## src/rtl/tx_fifo_pkg.sv

```systemverilog
// Shared constants and types for the transmit prefetch FIFO.
// Assumes a 32-bit memory word addressed in bytes.
package tx_fifo_pkg;
    localparam int WORD_BYTES = 4;
    localparam int BYTE_SHIFT = 2;

    // Occupancy of the two-entry staging queue.
    typedef enum logic [1:0] {
        Q_EMPTY = 2'd0,
        Q_ONE   = 2'd1,
        Q_TWO   = 2'd2
    } q_fill_e;
endpackage

```

## src/rtl/tx_win_ptr.sv

```systemverilog
// Circular word pointer inside a base/limit window.
// Adds a step of 0..size each cycle and wraps past limit back to base.
// Assumes base <= limit and that the window is stable outside reset.
module tx_win_ptr #(
    parameter int WA_W = 8
) (
    input  logic            clk,
    input  logic            rst_n,
    input  logic [WA_W-1:0] base_w,
    input  logic [WA_W-1:0] limit_w,
    input  logic [WA_W:0]   size_w,
    input  logic [WA_W:0]   step,
    output logic [WA_W-1:0] ptr
);
    logic [WA_W+1:0] sum;
    logic [WA_W+1:0] wrapped;

    // Next position with one wrap correction.
    always_comb begin
        sum     = {2'b00, ptr} + {1'b0, step};
        wrapped = (sum > {2'b00, limit_w}) ? (sum - {1'b0, size_w}) : sum;
    end

    // Pointer register, loads base in reset.
    always_ff @(posedge clk) begin
        if (!rst_n) ptr <= base_w;
        else        ptr <= WA_W'(wrapped);
    end

    a_r4_ptr_in_window: assert property (@(posedge clk) disable iff (!rst_n)
        (ptr >= base_w) && (ptr <= limit_w));
endmodule

```

## src/rtl/tx_stage_queue.sv

```systemverilog
// Two-entry staging queue between memory and shifter.
// Only the oldest entry is visible; the second one is exposed once the
// first has been consumed. Push and pop may occur in the same cycle.
module tx_stage_queue
    import tx_fifo_pkg::*;
#(
    parameter int DATA_W = 32
) (
    input  logic              clk,
    input  logic              rst_n,
    input  logic              push,
    input  logic [DATA_W-1:0] push_data,
    input  logic              pop,
    output logic [DATA_W-1:0] head,
    output logic [1:0]        cnt
);
    q_fill_e           fill_q;
    logic [DATA_W-1:0] ent0;
    logic [DATA_W-1:0] ent1;
    logic              take;

    // A pop only counts when a word is staged.
    assign take = pop && (fill_q != Q_EMPTY);

    // Entry and occupancy update.
    always_ff @(posedge clk) begin
        if (!rst_n) begin
            fill_q <= Q_EMPTY;
            ent0   <= '0;
            ent1   <= '0;
        end else begin
            case (fill_q)
                Q_EMPTY: begin
                    if (push) begin
                        ent0   <= push_data;
                        fill_q <= Q_ONE;
                    end
                end
                Q_ONE: begin
                    if (push && take) begin
                        ent0 <= push_data;
                    end else if (push) begin
                        ent1   <= push_data;
                        fill_q <= Q_TWO;
                    end else if (take) begin
                        fill_q <= Q_EMPTY;
                    end
                end
                Q_TWO: begin
                    if (take) begin
                        ent0 <= ent1;
                        if (push) ent1   <= push_data;
                        else      fill_q <= Q_ONE;
                    end
                end
                default: fill_q <= Q_EMPTY;
            endcase
        end
    end

    assign head = ent0;
    assign cnt  = fill_q;

    a_r6_no_push_when_full: assert property (@(posedge clk) disable iff (!rst_n)
        push |-> ((fill_q != Q_TWO) || take));
endmodule

```

## src/rtl/tx_level_event.sv

```systemverilog
// Below-watermark event generator.
// The watermark in bytes is rounded up to words. The compare is registered,
// and a pulse is raised on the rising edge of the below condition. A zero
// watermark, or one above the window byte size, disables the event.
module tx_level_event
    import tx_fifo_pkg::*;
#(
    parameter int ADDR_W = 10
) (
    input  logic              clk,
    input  logic              rst_n,
    input  logic [ADDR_W-2:0] filled_w,
    input  logic [ADDR_W-2:0] size_w,
    input  logic [ADDR_W:0]   wmark,
    output logic              evt
);
    logic [ADDR_W+1:0] wm_round;
    logic [ADDR_W-1:0] thr_w;
    logic [ADDR_W:0]   size_b;
    logic              wm_ok;
    logic              below;
    logic              below_q;

    // Threshold in words and enable decision.
    always_comb begin
        wm_round = {1'b0, wmark} + (ADDR_W+2)'(WORD_BYTES - 1);
        thr_w    = ADDR_W'(wm_round >> BYTE_SHIFT);
        size_b   = {size_w, 2'b00};
        wm_ok    = (wmark != '0) && (wmark <= size_b);
        below    = wm_ok && ({1'b0, filled_w} < thr_w);
    end

    // Registered condition and rising-edge pulse; reset counts as below.
    always_ff @(posedge clk) begin
        if (!rst_n) begin
            below_q <= 1'b1;
            evt     <= 1'b0;
        end else begin
            below_q <= below;
            evt     <= below && !below_q;
        end
    end

    a_r11_quiet_when_disabled: assert property (@(posedge clk) disable iff (!rst_n)
        evt |-> $past(wm_ok));
    a_r10_single_pulse: assert property (@(posedge clk) disable iff (!rst_n)
        evt |=> !evt);
endmodule

```

## src/rtl/tx_prefetch_fifo.sv

```systemverilog
// Transmit prefetch FIFO: tracks the words held in a base/limit memory
// window, fetches them into a two-entry staging queue, serves the shifter,
// and raises below-watermark and underflow events.
// Assumes memory read latency of one cycle, a stable configuration outside
// reset, and limit word >= base word.
module tx_prefetch_fifo
    import tx_fifo_pkg::*;
#(
    parameter int ADDR_W = 10,
    parameter int DATA_W = 32
) (
    input  logic              clk,
    input  logic              rst_n,
    input  logic [ADDR_W-1:0] cfg_base,
    input  logic [ADDR_W-1:0] cfg_limit,
    input  logic [ADDR_W:0]   cfg_wmark,
    input  logic              fw_adv_valid,
    input  logic [ADDR_W:0]   fw_adv_bytes,
    output logic              mem_req,
    output logic [ADDR_W-3:0] mem_addr,
    input  logic [DATA_W-1:0] mem_rdata,
    input  logic              shf_req,
    output logic [DATA_W-1:0] shf_data,
    output logic              evt_below,
    output logic              evt_underflow,
    output logic [ADDR_W-3:0] rd_ptr,
    output logic [ADDR_W-3:0] wr_ptr,
    output logic [ADDR_W:0]   filled_bytes
);
    localparam int WA_W  = ADDR_W - 2;
    localparam int CNT_W = WA_W + 1;

    logic [WA_W-1:0]   base_w;
    logic [WA_W-1:0]   limit_w;
    logic [CNT_W-1:0]  size_w;
    logic [CNT_W-1:0]  filled_q;
    logic [CNT_W-1:0]  adv_words;
    logic [CNT_W-1:0]  free_w;
    logic [CNT_W-1:0]  acc_w;
    logic [CNT_W-1:0]  rd_step;
    logic              inflight_q;
    logic [1:0]        q_cnt;
    logic [1:0]        occ;
    logic [DATA_W-1:0] q_head;
    logic              udf_hit;

    // Window bounds in words; low address bits dropped.
    always_comb begin
        base_w  = WA_W'(cfg_base >> BYTE_SHIFT);
        limit_w = WA_W'(cfg_limit >> BYTE_SHIFT);
        size_w  = {1'b0, limit_w} - {1'b0, base_w} + CNT_W'(1);
    end

    // Accepted firmware words, clamped to the free space.
    always_comb begin
        adv_words = CNT_W'(fw_adv_bytes >> BYTE_SHIFT);
        free_w    = size_w - filled_q;
        if (!fw_adv_valid)         acc_w = '0;
        else if (adv_words < free_w) acc_w = adv_words;
        else                       acc_w = free_w;
    end

    // Fetch decision: a held word and room for it in queue plus flight.
    always_comb begin
        occ      = q_cnt + {1'b0, inflight_q};
        mem_req  = (filled_q != '0) && (occ < 2'd2);
        mem_addr = rd_ptr;
        rd_step  = CNT_W'(mem_req);
    end

    // Held word count and fetch-in-flight flag.
    always_ff @(posedge clk) begin
        if (!rst_n) begin
            filled_q   <= '0;
            inflight_q <= 1'b0;
        end else begin
            filled_q   <= filled_q + acc_w - rd_step;
            inflight_q <= mem_req;
        end
    end

    tx_win_ptr #(.WA_W(WA_W)) i_rd_ptr (
        .clk     (clk),
        .rst_n   (rst_n),
        .base_w  (base_w),
        .limit_w (limit_w),
        .size_w  (size_w),
        .step    (rd_step),
        .ptr     (rd_ptr)
    );

    tx_win_ptr #(.WA_W(WA_W)) i_wr_ptr (
        .clk     (clk),
        .rst_n   (rst_n),
        .base_w  (base_w),
        .limit_w (limit_w),
        .size_w  (size_w),
        .step    (acc_w),
        .ptr     (wr_ptr)
    );

    tx_stage_queue #(.DATA_W(DATA_W)) i_stage (
        .clk       (clk),
        .rst_n     (rst_n),
        .push      (inflight_q),
        .push_data (mem_rdata),
        .pop       (shf_req),
        .head      (q_head),
        .cnt       (q_cnt)
    );

    // Shifter view: oldest staged word or the zero filler.
    assign shf_data = (q_cnt != 2'd0) ? q_head : '0;

    // Underflow: nothing staged, nothing in flight, nothing held.
    assign udf_hit = shf_req && (q_cnt == 2'd0) && !inflight_q && (filled_q == '0);

    // Underflow event register.
    always_ff @(posedge clk) begin
        if (!rst_n) evt_underflow <= 1'b0;
        else        evt_underflow <= udf_hit;
    end

    tx_level_event #(.ADDR_W(ADDR_W)) i_level (
        .clk      (clk),
        .rst_n    (rst_n),
        .filled_w (filled_q),
        .size_w   (size_w),
        .wmark    (cfg_wmark),
        .evt      (evt_below)
    );

    assign filled_bytes = {filled_q, 2'b00};

    a_r3_filled_bounded: assert property (@(posedge clk) disable iff (!rst_n)
        filled_q <= size_w);
    a_r4_occupancy: assert property (@(posedge clk) disable iff (!rst_n)
        occ <= 2'd2);
    a_r7_udf_ptr_hold: assert property (@(posedge clk) disable iff (!rst_n)
        evt_underflow |-> $stable(rd_ptr));
endmodule

```

## config.mk

```make
export PLATFORM = sky130hd
export DESIGN_NAME = tx_prefetch_fifo
export DESIGN_NICKNAME = d
export VERILOG_FILES = /design/src/rtl/tx_fifo_pkg.sv /design/src/rtl/tx_win_ptr.sv /design/src/rtl/tx_stage_queue.sv /design/src/rtl/tx_level_event.sv /design/src/rtl/tx_prefetch_fifo.sv
export SDC_FILE = /design/constraint.sdc
export NUM_CORES = 1
export LEC_CHECK = 0
export CORE_MARGIN = 2
export CORE_UTILIZATION = 40
export CTS_CLUSTER_SIZE = 8
export DETAILED_ROUTE_END_ITERATION = 8
export DONT_BUFFER_PORTS = 1
export PLACE_DENSITY_LB_ADDON = 0.2
export SLEW_MARGIN = 25
export SYNTH_ARGS = -nofsm -noshare
export SYNTH_HDL_FRONTEND = slang
export SYNTH_SLANG_ARGS = --single-unit
```

## constraint.sdc

```tcl
create_clock -name clk -period 20.3 [get_ports clk]
set_input_delay 4.06 -clock clk [delete_from_list [all_inputs] [get_ports clk]]
set_output_delay 4.06 -clock clk [all_outputs]
set_load 0.02 [all_outputs]
```

==> results_dict.tcl <==
set metrics [dict create \
    fin_crit_sh_pct 59.4 \
    min_from "i_level.below_q" \
    period_minus_slack_ps 12050 \
    die-area_um2 20100 \
    grt_pass1_vias 5813 \
    wirelength_mm 19.4 \
    grt.total_usage_pct 19.3 \
    ys_top_cells_by_area "dfxtp_1, ha_1, nand2_1" \
    yosys.cell_types.count 62 \
    hold_viol_final 0 \
    ctsLongestPathBuffers 2 \
    core_area_um2 18700 \
    rsz0062_at_grt "false" \
    max_freq_mhz 83.0 \
    cp_common_cell "ha_1" \
    drive_above_1_share_pct 4.45 \
    r2r-start "filled_q[1]" \
    hold_buffers 0 \
    tightest_slew_ps 973 \
    ys_dominant_reg_cell "dfxtp_1" \
    fillers 1917 \
    layout_setup_ws_ps 8250 \
    fp.dieW_um 142 \
    post_cts_resize_count 0 \
    initial_core_util_pct 40.6 \
    maxCapViolations 0 \
    synth_top_family_by_area "compound AO/OA/AOI/OAI gates" \
    cts_tree "done" \
    ctsHtreeMaxLevel 3 \
    required_ps 20550 \
    clkTransAtPathRegs_ps 70 \
    synth_cells 944 \
    cp-start-kind "input port" \
    setup_viol 0 \
    n_antenna_cell 0 \
    yosysTopAreaCell "dfxtp_1" \
    synthesis.area_um2 7600 \
    gp_congestion 0.830 \
    critPathLaunch "cfg_limit[3]" \
    max_stage_delay_ps 560 \
    grt_max_degree 85 \
    antenna_found_initial 0 \
    hp-class "flip-flop to flip-flop" \
    fin_nets 1110 \
    die_y_um 142 \
    synth_common_cells "ha_1, nand2_1, dfxtp_1" \
    drc 0 \
    core.rowCount 50 \
    cts_inserted_buffers 9 \
    drt-pass1-iter-count 5 \
    yosys.area_share.simple_pct 18.4 \
    dpl_worst_slack_ps 7980 \
    grt_first_pass_wirelength_mm 30.5 \
    vias_per_cell 5.40 \
    route.vias.total 6237 \
    crit_slowest_cell "or4_1" \
    worstPathMaxFanout 15 \
    synthXorXnorAreaFrac_pct 5.74 \
    status "complete, no violations" \
    synth_compound_area_share_pct 19.7 \
    ys_warn_count 0 \
    area_delta_synth_final_pct 5.74 \
    fin_setup_tns_ps 0 \
    postRouteAntennaNets 0 \
    slew_headroom_pct 35.1 \
    wire_per_inst_um 16.8 \
    io_pins 148 \
    yosysMostFrequentCell "ha_1" \
    drt_iter0_markers 291 \
    synth-adder-area-share_pct 19.5 \
    synth_top_area_share_pct 25.0 \
    criticalPathCategory "input port to flip-flop" \
    drv_slew 0 \
    synth_mux_area_share_pct 4.54 \
    ys_ff_latch 95 \
    overflow 0 \
    async_flop_share_pct 0 \
    io_buffers 0 \
    critPathCaptureType "flip-flop" \
    clk_latency_ps 350 \
    cp.arrival_ps 12300 \
    post_cts_buffers 0 \
    avgSynthCellArea_um2 8.05 \
    cts_root_buf "clkbuf_16" \
    synth_edf_count 0 \
    dpl.hpwl_mm 14.9 \
    cts.sinks 95 \
    ys_seq_area_share_pct 25.0 \
    skew_ps 8.36 \
]
==> critical path: cells and delay by family <==
kind | cells | cell delay, ps
and+or+nand+nor | 9 | 2560
AOI/OAI and AO/OA | 12 | 2180
adders and majority gates | 7 | 2100
xor gates and xnor gates | 4 | 860
buffers and inverters | 5 | 530
==> metrics by stage <==
step	hold slack [ps]	std cells	cell area, um2	util (%)
global route	421	1156	8040	43.0
detailed placement	383	1140	7760	41.5
global placement	381	1140	7760	41.5
floorplan	373	945	7610	-
CTS	393	1156	8040	43.0
finish	391	1156	8040	43.0
==> kinds of logic (layout without fill, tap and decap cells) <==
family                     Yosys count  in the layout
and+or+nand+nor                    290            290
AOI/OAI and AO/OA                  231            231
buffers and inverters              132            109
adders and majority gates          115            115
DFF                                 95             95
xor gates and xnor gates            46             46
muxes                               34             34
other                                1              2
==> worst paths after layout <==
| path | end | slack, ps | depth (start not counted) |
|---|---|---|---|
| worst max-delay path | i_wr_ptr.ptr[0] | 8250 | 37 |
| worst min-delay path | i_level.evt | 390 | 1 |
| worst max register to register | i_wr_ptr.ptr[0] | 12530 | 32 |
| worst min register to register | i_level.evt | 390 | 1 |
==> state kept, by name, indices dropped and copies added, names as in the netlist <==
signal,count
filled_q,9
evt_underflow,1
i_level.below_q,1
inflight_q,1
i_level.evt,1
i_stage.head,32
i_rd_ptr.ptr,8
i_stage.cnt,2
i_stage.ent1,32
i_wr_ptr.ptr,8
==> cell type report <==
type / instances / area, um2 / area share (%)
multi-input cells: 718 / 5180 / 64.5
flip-flops and latches: 95 / 1900 / 23.7
inverters: 85 / 319 / 3.97
well taps: 234 / 293 / 3.64
clock buffers: 9 / 225 / 2.80
repair buffers: 8 / 60.1 / 0.747
clock inverters: 7 / 55.1 / 0.685
==> routing by layer <==
| metal | part of all wire [%] | global-route usage, % | vias to the layer above |
|---|---|---|---|
| met1 | 49 | 26.9 | 2858 |
| met2 | 44 | 29.9 | 117 |
| met3 | 5.8 | 4.32 | 19 |
| met5 | 0 | 0 | - |
| met4 | 1.6 | 5.95 | 0 |
| li1 | - | - | 3243 |
==> cells in the final DEF, fill, tap and decap left out, types with 12 or more instances in the layout <==
cell type  synthesis  layout
a211oi_1          38      38
a21o_1            12      12
a21oi_1           70      69
dfxtp_1           95      95
ha_1             109     108
inv_1             85      84
mux2i_1           33      33
nand2_1           99      99
nand3_1           16      16
nor2_1            67      67
nor2b_1           42      42
o21a_1            16      16
o21ai_0           36      36
xnor2_1           26      26
xor2_1            17      17
Power is left out: the tool's default activity adds up to more than one toggle a clock period on the data nets, which glitch-free logic cannot reach.
